`config.mk`:
```
export PLATFORM = sky130hd
export DESIGN_NAME = updown_period_timer
export DESIGN_NICKNAME = d
export VERILOG_FILES = /design/src/rtl/udt_pkg.sv /design/src/rtl/udt_prescaler.sv /design/src/rtl/udt_period_reg.sv /design/src/rtl/udt_tri_counter.sv /design/src/rtl/udt_event_flag.sv /design/src/rtl/updown_period_timer.sv
export SDC_FILE = /design/constraint.sdc
export NUM_CORES = 1
export LEC_CHECK = 0
export BUFFER_PORTS_ARGS = -buffer_cell sky130_fd_sc_hd__buf_4
export CORE_MARGIN = 4
export CORE_UTILIZATION = 37
export CTS_CLUSTER_SIZE = 14
export DETAILED_ROUTE_END_ITERATION = 8
export SETUP_SLACK_MARGIN = 0.2
export SLEW_MARGIN = 5
export SYNTH_ARGS = -nofsm -noshare
export SYNTH_HDL_FRONTEND = slang
export SYNTH_HIERARCHICAL = 1
export SYNTH_SLANG_ARGS = --single-unit
```
`constraint.sdc`:
```
create_clock -name clk -period 7.9 [get_ports clk]
set_input_delay 0.79 -clock clk [delete_from_list [all_inputs] [get_ports clk]]
set_output_delay 0.79 -clock clk [all_outputs]
set_load 0.05 [all_outputs]
```
`src/rtl/udt_pkg.sv`:
```
package udt_pkg;

    localparam int CNT_W = 16;
    localparam int PRE_W = 16;
    localparam int DIV_W = 4;
    localparam logic [CNT_W-1:0] PERIOD_RST = '1;

    typedef struct packed {
        logic [CNT_W-1:0] value;
        logic             up;
    } tri_state_t;

    typedef struct packed {
        tri_state_t st;
        logic       peak;
        logic       zero;
    } tri_step_t;

    // One advance of the triangle counter against the given period.
    function automatic tri_step_t tri_step(input tri_state_t s,
                                           input logic [CNT_W-1:0] per);
        tri_step_t  r;
        logic [CNT_W:0] inc;
        r      = '0;
        r.st   = s;
        inc    = {1'b0, s.value} + {{CNT_W{1'b0}}, 1'b1};
        if (s.up) begin
            if (inc >= {1'b0, per}) begin
                r.st.value = per;
                r.st.up    = 1'b0;
                r.peak     = 1'b1;
            end else begin
                r.st.value = inc[CNT_W-1:0];
            end
        end else begin
            if (s.value <= {{(CNT_W-1){1'b0}}, 1'b1}) begin
                r.st.value = '0;
                r.st.up    = 1'b1;
                r.zero     = 1'b1;
            end else begin
                r.st.value = s.value - {{(CNT_W-1){1'b0}}, 1'b1};
            end
        end
        return r;
    endfunction

endpackage

```
`src/rtl/udt_prescaler.sv`:
```
module udt_prescaler #(
    parameter int PRE_W = udt_pkg::PRE_W,
    parameter int DIV_W = udt_pkg::DIV_W
) (
    input  logic             clk,
    input  logic             rst,
    input  logic             run,
    input  logic             clr,
    input  logic [DIV_W-1:0] code,
    output logic             tick
);
    localparam logic [PRE_W-1:0] ONE = PRE_W'(1);

    logic [PRE_W-1:0] cnt;
    logic [PRE_W-1:0] mask;

    always_comb begin
        mask = (ONE << code) - ONE;
        tick = run && !clr && (cnt == mask);
    end

    always_ff @(posedge clk) begin
        if (rst || clr) begin
            cnt <= '0;
        end else if (run) begin
            cnt <= tick ? '0 : cnt + ONE;
        end
    end


    tick_gap_chk: assert property (@(posedge clk) disable iff (rst)
        ($past(tick) && $past(run) && $stable(code) && (mask != '0)) |-> !tick);

endmodule

```
`src/rtl/udt_period_reg.sv`:
```
module udt_period_reg #(
    parameter int               W       = udt_pkg::CNT_W,
    parameter logic [W-1:0]     RST_VAL = udt_pkg::PERIOD_RST
) (
    input  logic         clk,
    input  logic         rst,
    input  logic         wr,
    input  logic [W-1:0] wdata,
    input  logic         buf_en,
    input  logic         zero_hit,
    input  logic         sclr,
    output logic [W-1:0] period
);
    logic [W-1:0] shadow;
    logic         pend;
    logic         xfer;

    assign xfer = pend && (zero_hit || sclr);

    always_ff @(posedge clk) begin
        if (rst) begin
            period <= RST_VAL;
            shadow <= RST_VAL;
            pend   <= 1'b0;
        end else if (wr && !buf_en) begin
            period <= wdata;
            pend   <= 1'b0;
        end else begin
            if (xfer) begin
                period <= shadow;
                pend   <= 1'b0;
            end
            if (wr) begin
                shadow <= wdata;
                pend   <= 1'b1;
            end
        end
    end


    per_hold_chk: assert property (@(posedge clk) disable iff (rst)
        (period != $past(period)) |->
            ($past(wr && !buf_en) || $past(zero_hit) || $past(sclr)));

endmodule

```
`src/rtl/udt_tri_counter.sv`:
```
module udt_tri_counter
    import udt_pkg::*;
(
    input  logic             clk,
    input  logic             rst,
    input  logic             tick,
    input  logic             sclr,
    input  logic             load,
    input  logic [CNT_W-1:0] load_val,
    input  logic [CNT_W-1:0] period,
    output tri_state_t       state,
    output logic             peak_hit,
    output logic             zero_hit,
    output logic             peak_evt,
    output logic             zero_evt
);
    tri_step_t nxt;
    logic      adv;

    always_comb begin
        nxt      = tri_step(state, period);
        adv      = tick && !sclr && !load;
        peak_hit = adv && nxt.peak;
        zero_hit = adv && nxt.zero;
    end

    always_ff @(posedge clk) begin
        if (rst || sclr) begin
            state.value <= '0;
            state.up    <= 1'b1;
            peak_evt    <= 1'b0;
            zero_evt    <= 1'b0;
        end else if (load) begin
            state.value <= load_val;
            peak_evt    <= 1'b0;
            zero_evt    <= 1'b0;
        end else if (tick) begin
            state    <= nxt.st;
            peak_evt <= nxt.peak;
            zero_evt <= nxt.zero;
        end else begin
            peak_evt <= 1'b0;
            zero_evt <= 1'b0;
        end
    end


    zero_evt_chk: assert property (@(posedge clk) disable iff (rst)
        zero_evt |-> !$past(state.up));


    hold_chk: assert property (@(posedge clk) disable iff (rst)
        (!$past(tick) && !$past(sclr) && !$past(load)) |-> $stable(state));

endmodule

```
`src/rtl/udt_event_flag.sv`:
```
module udt_event_flag (
    input  logic clk,
    input  logic rst,
    input  logic hit,
    input  logic wr,
    input  logic wbit,
    input  logic ie,
    output logic flag,
    output logic irq
);
    always_ff @(posedge clk) begin
        if (rst) begin
            flag <= 1'b0;
        end else if (hit) begin
            flag <= 1'b1;
        end else if (wr && !wbit) begin
            flag <= 1'b0;
        end
    end

    assign irq = flag && ie;


    flag_clr_chk: assert property (@(posedge clk) disable iff (rst)
        (wr && !wbit && !hit) |=> !flag);


    flag_set_chk: assert property (@(posedge clk) disable iff (rst)
        hit |=> flag);

endmodule

```
`src/rtl/updown_period_timer.sv`:
```
module updown_period_timer
    import udt_pkg::*;
#(
    parameter int CW = CNT_W,
    parameter int DW = DIV_W
) (
    input  logic          clk,
    input  logic          rst,
    input  logic [DW-1:0] div_code,
    input  logic          stop,
    input  logic          soft_clr,
    input  logic          cnt_wr,
    input  logic [CW-1:0] cnt_wdata,
    input  logic          per_wr,
    input  logic [CW-1:0] per_wdata,
    input  logic          per_buf_en,
    input  logic          zero_ie,
    input  logic          peak_ie,
    input  logic          flag_wr,
    input  logic          zero_flag_wdata,
    input  logic          peak_flag_wdata,
    output logic [CW-1:0] count,
    output logic          count_up,
    output logic [CW-1:0] period_active,
    output logic          zero_evt,
    output logic          peak_evt,
    output logic          zero_flag,
    output logic          peak_flag,
    output logic          zero_irq,
    output logic          peak_irq
);
    localparam int NEV = 2;   // index 0 zero, index 1 peak

    logic       tick;
    logic       zero_hit, peak_hit;
    tri_state_t st;

    udt_prescaler #(.PRE_W(PRE_W), .DIV_W(DW)) u_pre (
        .clk(clk), .rst(rst), .run(!stop), .clr(soft_clr),
        .code(div_code), .tick(tick)
    );

    udt_period_reg #(.W(CW), .RST_VAL(PERIOD_RST)) u_per (
        .clk(clk), .rst(rst), .wr(per_wr), .wdata(per_wdata),
        .buf_en(per_buf_en), .zero_hit(zero_hit), .sclr(soft_clr),
        .period(period_active)
    );

    udt_tri_counter u_cnt (
        .clk(clk), .rst(rst), .tick(tick), .sclr(soft_clr),
        .load(cnt_wr), .load_val(cnt_wdata), .period(period_active),
        .state(st), .peak_hit(peak_hit), .zero_hit(zero_hit),
        .peak_evt(peak_evt), .zero_evt(zero_evt)
    );

    assign count    = st.value;
    assign count_up = st.up;

    logic [NEV-1:0] hit_v, wbit_v, ie_v, flag_v, irq_v;
    assign hit_v  = {peak_hit, zero_hit};
    assign wbit_v = {peak_flag_wdata, zero_flag_wdata};
    assign ie_v   = {peak_ie, zero_ie};

    for (genvar g = 0; g < NEV; g++) begin : g_flag
        udt_event_flag u_flag (
            .clk(clk), .rst(rst), .hit(hit_v[g]), .wr(flag_wr),
            .wbit(wbit_v[g]), .ie(ie_v[g]), .flag(flag_v[g]), .irq(irq_v[g])
        );
    end

    assign zero_flag = flag_v[0];
    assign peak_flag = flag_v[1];
    assign zero_irq  = irq_v[0];
    assign peak_irq  = irq_v[1];


    dir_peak_chk: assert property (@(posedge clk) disable iff (rst)
        (!count_up && $past(count_up) && !$past(soft_clr)) |-> peak_evt);

endmodule

```
## Yosys cells after proc, flatten, opt, wreduce, memory -nomap -nowiden

Cells that the tools add are included.

| storage, ports and cells | value |
|---|---|
| register bits after elaboration | 70 |
| bits of input ports | 48 |
| output and inout bits | 39 |
| logic and storage cells | 68 |

| cells by class | value |
|---|---|
| $add $sub $neg | 4 |
| $lt $le $gt $ge | 2 |
| equal/unequal tests | 1 |
| shift-type cells | 1 |
| multiplexer cells | 18 |
| bitwise gates (word level) | 3 |
| reductions and logical operators | 29 |

Operators with widths:

| cell | count |
|---|---|
| two-way mux 16 bit | 6 |
| two-way mux 17 bit | 2 |
| subtractor 16 x 1 -> 16 bit (second input constant) | 2 |
| adder 16 x 1 -> 17 bit (second input constant) | 1 |
| >= comparator 17 x 16 -> 1 bit | 1 |
| adder 16 x 1 -> 16 bit (second input constant) | 1 |
| equality test 16 bit | 1 |
| <= comparator 16 x 1 -> 1 bit (second input constant) | 1 |
| << shifter 1 x 4 -> 16 bit (first input constant) | 1 |
| logical AND 1 bit | 12 |
| nonzero test 2 bit | 5 |
| two-way mux 1 bit | 9 |
| zero test 1 bit | 6 |
| AND reduction 2 bit | 2 |
| NOT 1 bit | 3 |
| OR reduction 3 bit | 1 |
| logical OR 1 bit | 2 |
| two-way mux 2 bit | 1 |
| OR reduction 2 bit | 1 |

## Longest topological paths before layout

Gate-level depths: netlist of the first run.

| depth | value |
|---|---|
| depth in word-level cells | 11 |
| depth in mapped cells | 19 |
| depth with buffers taken out | 14 |

## By module

The synthesis of the first run kept the hierarchy.

Modules (own cells, without submodules):

| module | times used | cells an instance | area an instance (um^2) | sequential area each (um^2) |
|---|---|---|---|---|
| udt_tri_counter | 1 | 292 | 2233.4 | 380.4 |
| udt_period_reg | 1 | 149 | 1340.0 | 660.6 |
| udt_prescaler | 1 | 152 | 1168.6 | 320.3 |
| udt_event_flag | 2 | 5 | 52.6 | 20.0 |
| updown_period_timer | 1 | 1 | 3.8 | 0.0 |

## Worst setup path before layout of the first run

Ideal clock, no wire load.

| path | value |
|---|---|
| path type | input port to flip-flop |
| start | in div_code[3] |
| end | reg u_per.period[0] |
| library setup time | 0.074 ns |
| arrival | 4.695 ns |
| data required time | 7.826 ns |
| slack | 3.131 ns |
| cell stages on the path | 18 |
| buffers on the path | 6 |
| cell sequence | buf_4 -> buf_2 -> nor2_1 -> nand2_1 -> ha_1 -> buf_2 -> or4b_1 -> nand3_1 -> o221ai_1 -> nor4_1 -> clkbuf_1 -> clkbuf_1 -> nand4_1 -> nor2_1 -> o21a_1 -> clkbuf_1 -> nand2_1 -> a31oi_1 |

| on the way | value |
|---|---|
| longest elaborated chain between the ends | 10 |

Ends and longest elaborated chain:

| item | line | source |
|---|---|---|
| start, declared | updown_period_timer.sv:9 | `input logic [DW-1:0] div_code,` |
| << shifter 1 x 4 -> 16 bit | udt_prescaler.sv:18 | `mask = (ONE << code) - ONE;` |
| subtractor 16 x 1 -> 16 bit | udt_prescaler.sv:18 |  |
| equality test 16 bit | udt_prescaler.sv:19 | `tick = run && !clr && (cnt == mask);` |
| logical AND 1 bit | udt_prescaler.sv:19 |  |
| via tick | updown_period_timer.sv:34 | `logic tick;` |
| logical AND 1 bit (2 in a row) | udt_tri_counter.sv:22 | `adv = tick && !sclr && !load;` |
| logical AND 1 bit | udt_tri_counter.sv:24 | `zero_hit = adv && nxt.zero;` |
| via zero_hit | updown_period_timer.sv:35 | `logic zero_hit, peak_hit;` |
| logical OR 1 bit | udt_period_reg.sv:18 | `assign xfer = pend && (zero_hit \|\| sclr);` |
| logical AND 1 bit | udt_period_reg.sv:18 |  |
| nonzero test 2 bit (no source line) | - |  |
| end signal, assigned | udt_period_reg.sv:26 | `period <= wdata;` |
| end signal, assigned | udt_period_reg.sv:30 | `period <= shadow;` |
| end, declared | udt_period_reg.sv:12 | `output logic [W-1:0] period` |

The timed path passes the listed nets, and every way through them passes these cells.
A chain may end at the register's enable or synchronous reset.

## Worst setup path after layout of the first run

| path | value |
|---|---|
| start | in div_code[1] |
| end | reg u_per.period[8] |

The elaborated chain is that of the path after synthesis.

==> summary.txt, run 1 <==
status = finished, final reports clean
Worst slew margin = 24.15%
clock sink count = 70
Pwr Density = 159.9 mW/mm^2
area delta synth->final = 18.88%
Die Wd = 122.5 um
port bufs = 86
Primary FF master, synth = dfxtp_1
Synth top cells by count = dfxtp_1, nand2_1, nor2_1
hold slack final = 0.4637 ns
CTS Buf Count = 9
DP HPWL = 10370 um
initial antenna violation count = 0
class of the worst hold path = flop to flop
Syn Nets = 673
Critical Path End Type = flop
RD Place Congestion = 0.9144
hold buffers post-CTS = 0
DRT antenna net count = 0
TritonRoute pass-1 iters = 6
hold_sp = u_per/shadow[13]
Final min period = 4.342 ns
total number of vias = 4618
largest net degree at the start of global routing = 35
top cells by area, synth = dfxtp_1, ha_1, xnor2_1, nand2_1, a31oi_1
post-synth top area cell = dfxtp_1
Final Hold Viols = 0
Cells after DPL = 819
Least-Margin Pin Slew = 1.138 ns
core box area = 0.01272 mm^2
fin util = 45.33%
critical path startpoint category = primary input
Max VDD drop = 0.1256 mV
Starting Density = 38.13%
# diodes = 0
post-CTS setup buffers = 0
CTS clk-pin slew, worst paths = 0.06 ns
die area = 0.01501 mm^2
Crit Path Category = primary input to flop
syn avg cell area = 8.031 um^2
H-Tree Depth = 3
fin. max-slew vios = 0
Vias per Instance = 5.531
clock tree buffer depth = 2
first-pass GRT wire length = 22480 um
Pleak = 2.571 nW
max cap viols = 0
Nets = 727
Yosys top cell area share = 28.89%
Post-Syn Instances = 604
Setup Total Neg Slack = 0 ns
async set-reset flop share out of synthesis = 0%
Worst-Skew Late Latency = 0.34 ns
Reg2Reg Setup Slack = 3.94 ns
ratio of cells with drive above 1 in the final layout = 19.61%
# IOs = 87
post-synthesis cell type count = 66
DRC = 0
Worst EP required = 8.16 ns
CTS tree = done
synth warn = 6
critical path data arrival time = 4.60 ns
fin crit share = 54.96%
Overall Power = 921.8 uW
fin cells = 835
sequential element share of the synthesized area = 28.89%
final setup fails = 0
RR Startpoint = u_cnt/state[3]
top-count cell post-synth = dfxtp_1
CP Launch Point = div_code[1]
RSZ-0062 raised after global routing = no
grt total ovfl = 0
Post-Route WL = 13910 um
height of the chip = 122.5 um
FF+latch count, synth = 70
Max Clock Skew = 0.01005 ns
Row Count = 41
WL/cell = 16.66 um
DR iter-0 viols = 346
crit-path max FO = 21
GRT Overall Usage = 18.93%
Post-Syn Area = 0.004851 mm^2
Achievable Freq = 230.3 MHz
cts repair resizes = 0
clock root cell = clkbuf_16
number of global-route vias before repair = 4373
Post-synth EDFFs = 0
cells by family after synthesis:
kind of cell / count (synthesis) / share of synthesized area [%]
and+or+nand+nor: 246 / 27.39
AOI/OAI and AO/OA: 137 / 19.89
buffers and inverters: 70 / 7.144
DFF: 70 / 28.89
xor gates and xnor gates: 47 / 8.486
adders and majority gates: 21 / 5.417
muxes: 13 / 2.786
cell usage in the layout (no fill, tap or decap), types with 6 or more instances in the layout:
cell / instances
o22ai_1: 6
a21o_1: 9
nor4_1: 7
nand3_1: 21
inv_1: 25
a211o_1: 17
clkbuf_16: 9
nor2_1: 43
nand4_1: 11
o21ai_0: 23
xnor2_1: 30
and2_1: 6
xor2_1: 17
a21oi_1: 25
buf_4: 88
a31oi_1: 26
dfxtp_1: 70
nand2_1: 65
nor2_2: 11
nor3_1: 15
and3_1: 22
mux2i_1: 12
ha_1: 21
nor3b_1: 12
stage by stage:
step                worst slack (ns)  cell area, um^2
global placement               3.427             5480
detailed placement             3.311             5480
finish                         3.558             5767
global route                   3.247             5767
floorplan                      3.131             4851
CTS                            3.631             5767
state kept, by name, summed over array words and instances (netlist names):
name,count
g_flag.u_flag/flag,2
u_per/period,16
u_cnt/peak_evt,1
u_cnt/zero_evt,1
u_cnt/state,17
u_per/shadow,16
u_per/pend,1
u_pre/cnt,16
path summary, 6_finish.rpt:
kind                      endpoint  cells past startpoint
max                u_per/period[8]                     14
min               u_per/shadow[13]                      1
min reg2reg       u_per/shadow[13]                      1
max reg2reg  g_flag[1].u_flag/flag                     13
layout make-up:
cell class                      count  area, um^2
Fill cell                        1336        6955
Multi-Input combinational cell    464        3109
Sequential cell                    70        1401
Timing Repair Buffer               88       660.6
Clock buffer                       11       252.7
Tap cell                          172       215.2
Inverter                           25       93.84
Clock inverter                      5       33.78
where the power goes:
| group | internal (mW) | switching (mW) |
|---|---|---|
| Clock | 0.229 | 0.159 |
| Combinational | 0.0612 | 0.0905 |
| Sequential | 0.366 | 0.0158 |
metal layers:
layer | vias to the layer above | GRT usage (%) | share of wire (%)
li1 | 2281 | - | -
met1 | 2166 | 27.14 | 48
met2 | 151 | 28.31 | 44
met3 | 20 | 3.502 | 6.3
met5 | - | 0 | 0
met4 | 0 | 6.788 | 1.7
critical path: stages:
cell,delay (ns)
buf_4,0.16
nor3_1,0.33
nand2_1,0.10
ha_1,0.30
or4b_1,0.57
nand3_1,0.10
o221ai_1,0.22
nor4_2,0.33
buf_4,0.30
nand4_1,0.21
nor2_1,0.33
o21a_1,0.54
nand2_1,0.12
a31oi_1,0.19
(Power assumes the default switching activity.)
==> inputs of run 2 (changes only) <==
- ABC_AREA: default -> 1
- clock period: 7.9 -> 3.9 ns (I/O delays scaled with it)
==> run 2 against run 1 <==
Compared with the run above:
- routed wire length increased by 8.4%
- sequential power rose by 100%
- largest power group unchanged
- setup slack worse by 2.9 ns
- flip-flop and latch count stayed put
- combinational power grew to 2.7 times the previous value
- critical path type is now flop to flop
- via count rose by 17%
- global-route usage increased by 0.23 points
- first-iteration DRC count down 7.8%
- largest cell class unchanged
- count of clock-buffer cells in the layout is the same
- die area rose by 7.1%
- clock power is 150% higher
- final cell count is 29% higher
==> summary.txt, run 2 <==
Worst slew margin = 31.05% (was 24.15%)
Pleak = 3.171 nW (was 2.571 nW)
crit path cell chain = nand3_1 -> nor3_2 -> inv_1 -> nor2_1 -> nand2_1 -> nand2_1 -> inv_1 -> ha_1 -> nand4_1 -> nor2_1 -> o21a_1 -> nand2_2 -> nand2_4 -> buf_4 -> nand3_2 -> nand3_1 -> a21oi_1 (was buf_4 -> nor3_1 -> nand2_1 -> ha_1 -> or4b_1 -> nand3_1 -> o221ai_1 -> nor4_2 -> buf_4 -> nand4_1 -> nor2_1 -> o21a_1 -> nand2_1 -> a31oi_1)
synth warn = 6 (unchanged)
RSZ-0062 raised after global routing = no (unchanged)
RD Place Congestion = 0.9079 (was 0.9144)
clock tree buffer depth = 2 (unchanged)
Primary FF master, synth = dfxtp_1 (unchanged)
fin. max-slew vios = 0 (unchanged)
pre-CTS WS = 0.2074 ns (was 3.311 ns)
syn avg cell area = 6.347 um^2 (was 8.031 um^2)
port bufs = 86 (unchanged)
Max Clock Skew = 0.01065 ns (was 0.01005 ns)
Seq pwr share = 36.3% (was 41.5%)
Overall Power = 2.155 mW (was 921.8 uW)
Post-Syn Area = 0.005218 mm^2 (was 0.004851 mm^2)
sequential element share of the synthesized area = 26.86% (was 28.89%)
CTS clk-pin slew, worst paths = 0.06 ns (about the same)
status = finished, final reports clean (unchanged)
TritonRoute pass-1 iters = 5 (was 6)
NetSw = 619.4 uW (was 265.3 uW)
area delta synth->final = 19.78% (was 18.88%)
# diodes = 0 (unchanged)
Critical Path End Type = flop (unchanged)
H-Tree Depth = 3 (unchanged)
Post-synth EDFFs = 0 (unchanged)
# IOs = 87 (unchanged)
ratio of cells with drive above 1 in the final layout = 17.69% (was 19.61%)
Post-Route WL = 15090 um (was 13910 um)
clock sink count = 70 (unchanged)
Sw Ratio = 28.75% (was 28.78%)
RR Startpoint = u_cnt/state[3] (unchanged)
Worst EP required = 4.11 ns (was 8.16 ns)
max FFs per register = 17 (unchanged)
Reg2Reg Setup Slack = 0.61 ns (was 3.94 ns)
Crit Path Category = flop to flop (was primary input to flop)
DRT antenna net count = 0 (unchanged)
commonest non-fill, non-tap cell in the layout = nand2_1 (was buf_4)
crit-path max FO = 12 (was 21)
CTS tree = done (unchanged)
Post-Syn Instances = 822 (was 604)
WL/cell = 14.06 um (was 16.66 um)
clock root cell = clkbuf_16 (unchanged)
CTS Buf Count = 9 (unchanged)
GRT Overall Usage = 19.16% (was 18.93%)
top-count cell post-synth = nand2_1 (was dfxtp_1)
final setup margin = 0.6106 ns (was 3.558 ns)
DR iter-0 viols = 319 (was 346)
Synth top cells by count = nand2_1, nand3_1, inv_1 (was dfxtp_1, nand2_1, nor2_1)
largest net degree at the start of global routing = 35 (unchanged)
Row Count = 43 (was 41)
Slowest-stage cell, CP = dfxtp_1 (was or4b_1)
async set-reset flop share out of synthesis = 0% (unchanged)
critical path data arrival time = 3.50 ns (was 4.60 ns)
top cells by area, synth = dfxtp_1, nand2_1, nand3_1, inv_1, nor2_1 (was dfxtp_1, ha_1, xnor2_1, nand2_1, a31oi_1)
final setup fails = 0 (unchanged)
Die Wd = 126.8 um (was 122.5 um)
post-synthesis cell type count = 38 (was 66)
DP HPWL = 11420 um (was 10370 um)
Nets = 957 (was 727)
DRC = 0 (unchanged)
total number of vias = 5391 (was 4618)
max cap viols = 0 (unchanged)
grt total ovfl = 0 (unchanged)
first-pass GRT wire length = 25230 um (was 22480 um)
crit-path max cell delay = 0.53 ns (was 0.57 ns)
critical path startpoint category = flop (was primary input)
WHS Endpoint = g_flag[1].u_flag/flag (was u_per/shadow[13])
Final min period = 3.289 ns
Comb pwr share = 18.9% (was 16.5%)
number of global-route vias before repair = 5094 (was 4373)
hold path depth = 2 (was 1)
Starting Density = 37.73% (was 38.13%)
class of the worst hold path = primary input to flop (was flop to flop)
core box area = 0.01383 mm^2 (was 0.01272 mm^2)
most frequent cells in the layout = nand2_1, nand3_1, inv_1 (was buf_4, dfxtp_1, nand2_1)
Top reg by flops = u_cnt/state (unchanged)
die area = 0.01607 mm^2 (was 0.01501 mm^2)
Clock power frac = 44.8% (was 42.1%)
fin crit share = 84.34%
Achievable Freq = 304.0 MHz
Worst-Skew Late Latency = 0.34 ns (about the same)
FF+latch count, synth = 70 (unchanged)
Setup Total Neg Slack = 0 ns (unchanged)
r2r worst-path depth = 17 (was 13)
initial antenna violation count = 0 (unchanged)
Final Hold Viols = 0 (unchanged)
hold_sp = rst (was u_per/shadow[13])
P_int = 1.535 mW (was 656.5 uW)
Least-Margin Pin Slew = 1.033 ns (was 1.138 ns)
Yosys top cell area share = 26.86% (was 28.89%)
Vias per Instance = 5.024 (was 5.531)
Pwr Density = 344.8 mW/mm^2 (was 159.9 mW/mm^2)
height of the chip = 126.8 um (was 122.5 um)
Worst R2R End = u_cnt/state[16] (was g_flag[1].u_flag/flag)
Max VDD drop = 0.2068 mV (was 0.1256 mV)
Syn Nets = 891 (was 673)
post-synth top area cell = dfxtp_1 (unchanged)
-- run 2: changes by cell type after synthesis, sizes merged, moves of 17 or more --
cell	change
nand2	+163
xnor2	-25
a31oi	-25
a211o	-17
nor2	+38
inv	+80
and3	-22
nand3	+103
-- run 2: cell families after synthesis --
kind of cell             share of synthesized area [%]
AND/OR/NAND/NOR                                  41.94
buffers and inverters                            12.40
AO/OA/AOI/OAI                                    8.729
flip-flops                                       26.86
XOR/XNOR                                         5.036
adder cells (fa/ha/maj)                          5.036
-- run 2: how the worst max path moves through the flow --
stage,cells past startpoint,slack (ns),to,from
finish,17,0.61,u_cnt/state[16],u_cnt/state[3]
global route,25,0.25,u_per/period[7],div_code[3]
CTS,25,0.55,u_per/period[6],div_code[3]
detailed placement,25,0.21,u_per/period[6],div_code[3]
global placement,25,0.35,u_per/period[9],div_code[2]
floorplan,25,0.67,u_per/period[0],div_code[3]
-- run 2: final cells by class --
type / instances / area, um^2
Clock buffer: 11 / 242.7
Clock inverter: 5 / 106.4
Fill cell: 1473 / 7577
Inverter: 107 / 401.6
Multi-Input combinational cell: 607 / 3174
Sequential cell: 70 / 1401
Tap cell: 180 / 225.2
Timing Repair Buffer: 93 / 698.2
-- run 2: power groups by stage --
stage	registers [mW]	logic [mW]	clock network, mW
final	0.783	0.407	0.964
after global routing	0.788	0.455	1.02
after global placement	0.800	0.406	0
after detailed placement	0.799	0.407	0
after floorplan	0.851	0.226	0
after CTS	0.783	0.409	0.988
-- run 2: stage by stage --
step | hold slack (ns) | cells | instance area, um^2 | utilization (%)
finish | 0.2527 | 1073 | 6250 | 45.20
global route | 0.2449 | 1073 | 6250 | 45.20
CTS | 0.2469 | 1073 | 6245 | 45.16
detailed placement | 0.4572 | 1057 | 5896 | 42.64
global placement | 0.4555 | 1057 | 5896 | 42.64
floorplan | 0.4423 | 822 | 5218 | -
-- run 2: routing by layer --
metal | GRT usage, % | share of wire [%] | wire [um] | vias to the layer above
met5 | 0 | 0 | 0 | -
met3 | 2.821 | 5.3 | 803 | 17
met1 | 27.22 | 48 | 7296 | 2454
met2 | 29.45 | 45 | 6736 | 142
li1 | - | - | - | 2778
met4 | 7.003 | 1.7 | 249 | 0
-- run 2: worst max-delay path, delay by kind of cell, from the launching register on --
| family | cells | cell delay [ns] |
|---|---|---|
| buffers and inverters | 3 | 0.38 |
| adders and majority gates | 1 | 0.31 |
| DFF | 1 | 0.53 |
| AOI/OAI and AO/OA | 2 | 0.21 |
| and+or+nand+nor | 11 | 1.71 |
-- run 2: repair_timing --
item,in CTS,in global routing
buffers inserted,0,0
endpoints found under the setup margin,0,16
hold buffers,0,0
resized for setup,0,1
==> inputs of run 3 (changes only) <==
- clock period: 3.9 -> 2.7 ns (I/O delays scaled with it)
==> run 3 against run 2 <==
Compared with the run above:
- fmax up 25%
- count of clock-buffer cells in the layout down 2
- critical path depth up 2
- critical path type unchanged
- largest cell class unchanged
==> summary.txt, run 3 (synthesized netlist as in run 2, its figures left out) <==
Starting Density = 37.73% (unchanged)
fillers = 1366 (was 1473)
max cap viols = 0 (unchanged)
DP HPWL = 11560 um (was 11420 um)
H-Tree Depth = 3 (unchanged)
largest net degree at the start of global routing = 35 (unchanged)
class of the worst hold path = primary input to flop (unchanged)
fin util = 53.20% (was 45.20%)
CTS Buf Count = 9 (unchanged)
core box area = 0.01383 mm^2 (unchanged)
RR Startpoint = u_cnt/state[1] (was u_cnt/state[3])
Achievable Freq = 380.2 MHz (was 304.0 MHz)
status = finished, final reports clean (unchanged)
DRC = 0 (unchanged)
fin crit share = 97.42% (was 84.34%)
Max VDD drop = 0.3329 mV (was 0.2068 mV)
Post-Route WL = 15900 um (was 15090 um)
Pwr Density = 416.1 mW/mm^2 (was 344.8 mW/mm^2)
CP Launch Point = u_cnt/state[1] (was u_cnt/state[3])
grt total ovfl = 0 (unchanged)
Worst R2R End = u_cnt/state[1] (was u_cnt/state[16])
Worst slew margin = 61.29% (was 31.05%)
Row Count = 43 (unchanged)
WL/cell = 14.05 um (was 14.06 um)
critical path data arrival time = 2.89 ns (was 3.50 ns)
Reg2Reg Setup Slack = 0.07 ns (was 0.61 ns)
Top reg by flops = u_cnt/state (unchanged)
CTS tree = done (unchanged)
Pleak = 3.650 nW (was 3.171 nW)
first-pass GRT wire length = 26010 um (was 25230 um)
Critical Path End = u_cnt/state[1] (was u_cnt/state[16])
hold slack final = 0.1290 ns (was 0.2527 ns)
clock tree buffer depth = 2 (unchanged)
TritonRoute pass-1 iters = 5 (unchanged)
Worst EP required = 2.96 ns (was 4.11 ns)
Final min period = 2.630 ns (was 3.289 ns)
die area = 0.01607 mm^2 (unchanged)
Final Hold Viols = 0 (unchanged)
Critical Path End Type = flop (unchanged)
Vias per Instance = 4.951 (was 5.024)
r2r worst-path depth = 19 (was 17)
number of global-route vias before repair = 5289 (was 5094)
# IOs = 87 (unchanged)
height of the chip = 126.8 um (unchanged)
Nets = 1016 (was 957)
GRT Overall Usage = 19.81% (was 19.16%)
DR iter-0 viols = 383 (was 319)
CTS clk-pin slew, worst paths = 0.06 ns (about the same)
initial antenna violation count = 0 (unchanged)
RSZ-0062 raised after global routing = yes (was no)
DRT antenna net count = 0 (unchanged)
commonest non-fill, non-tap cell in the layout = nand2_1 (unchanged)
# diodes = 0 (unchanged)
crit-path max FO = 5 (was 12)
hold path depth = 3 (was 2)
final setup fails = 0 (unchanged)
Max Clock Skew = 0.008762 ns (was 0.01065 ns)
total number of vias = 5605 (was 5391)
most frequent cells in the layout = nand2_1, buf_4, inv_1 (was nand2_1, nand3_1, inv_1)
Worst-Skew Late Latency = 0.35 ns (was 0.34 ns)
Least-Margin Pin Slew = 0.5770 ns (was 1.033 ns)
area delta synth->final = 40.98% (was 19.78%)
ratio of cells with drive above 1 in the final layout = 34.66% (was 17.69%)
port bufs = 86 (unchanged)
clock root cell = clkbuf_16 (unchanged)
RD Place Congestion = 0.9234 (was 0.9079)
critical path startpoint category = flop (unchanged)
clock sink count = 70 (unchanged)
Crit Path Category = flop to flop (unchanged)
Die Wd = 126.8 um (unchanged)
fin. max-slew vios = 0 (unchanged)
Overall Power = 3.061 mW (was 2.155 mW)
max FFs per register = 17 (unchanged)
-- run 3: changes by cell type in the layout (fill, tap and decap cells not counted), sizes merged --
cell,previous run,this run
bufinv,3,1
clkinvlp,1,2
clkbuf,11,10
buf,93,150
nand2,228,229
inv,105,108
-- run 3: final cells by class --
cell class | instances | area (um^2) | area share, %
tap | 180 | 225.2 | 3.062
sequential | 70 | 1448 | 19.68
multi-input combinational | 608 | 3772 | 51.28
timing repair buffer | 151 | 1201 | 16.33
clock buffer | 9 | 225.2 | 3.062
inverter | 107 | 404.1 | 5.494
clock inverter | 7 | 80.08 | 1.089
-- run 3: stage by stage --
stage	instance area (um^2)	setup TNS (ns)	std cells	worst slack [ns]
2_1_floorplan	5419	0	822	0.01380
3_3_place_gp	6346	-1.564	1094	-0.09141
3_5_place_dp	6346	-2.851	1094	-0.1724
4_1_cts	6975	0	1122	0.06876
5_1_grt	7356	-0.6005	1132	-0.1087
6_report	7356	0	1132	0.06957
-- run 3: report_power, final --
part           internal (mW)  leakage, nW  switching [mW]  total, mW
clock network          0.727        0.143           0.508       1.23
registers               1.07        0.583          0.0482       1.12
logic                  0.267         2.92           0.438      0.705
-- run 3: critical path: stages (launching register included) --
cell,delay (ns)
dfxtp_4,0.39
ha_4,0.15
nand2_4,0.05
nor2_4,0.13
nand2_4,0.10
inv_4,0.10
nand2_2,0.07
xor2_2,0.19
inv_2,0.07
ha_4,0.28
buf_4,0.10
nand3_2,0.09
a21oi_4,0.16
nor2_4,0.07
nand2_4,0.14
nand2_4,0.08
buf_6,0.13
nand2_1,0.04
nand3_1,0.08
a21oi_2,0.12
-- run 3: how the worst min path moves through the flow --
stage | from | endpoint
2_1_floorplan | rst | g_flag[0].u_flag/flag
3_3_place_gp | u_per/shadow[11] | u_per/shadow[11]
3_5_place_dp | u_per/shadow[11] | u_per/shadow[11]
4_1_cts | per_wdata[15] | u_per/shadow[15]
5_1_grt | rst | g_flag[1].u_flag/flag
6_report | per_wdata[14] | u_per/shadow[14]
-- run 3: per-layer routing --
layer / GRT usage [%] / vias up / part of all wire [%]
li1: - / 2898 / -
met1: 27.10 / 2534 / 46
met2: 31.29 / 149 / 46
met3: 3.789 / 24 / 5.8
met4: 6.751 / 0 / 1.8
met5: 0 / - / 0
-- run 3: timing repair --
item | CTS | global route
hold buffers | 0 | 0
gates resized for setup | 41 | 60
setup buffers | 12 | 8
gates cloned | 0 | 2
pin swaps | 20 | 40
setup endpoints to repair | 24 | 36
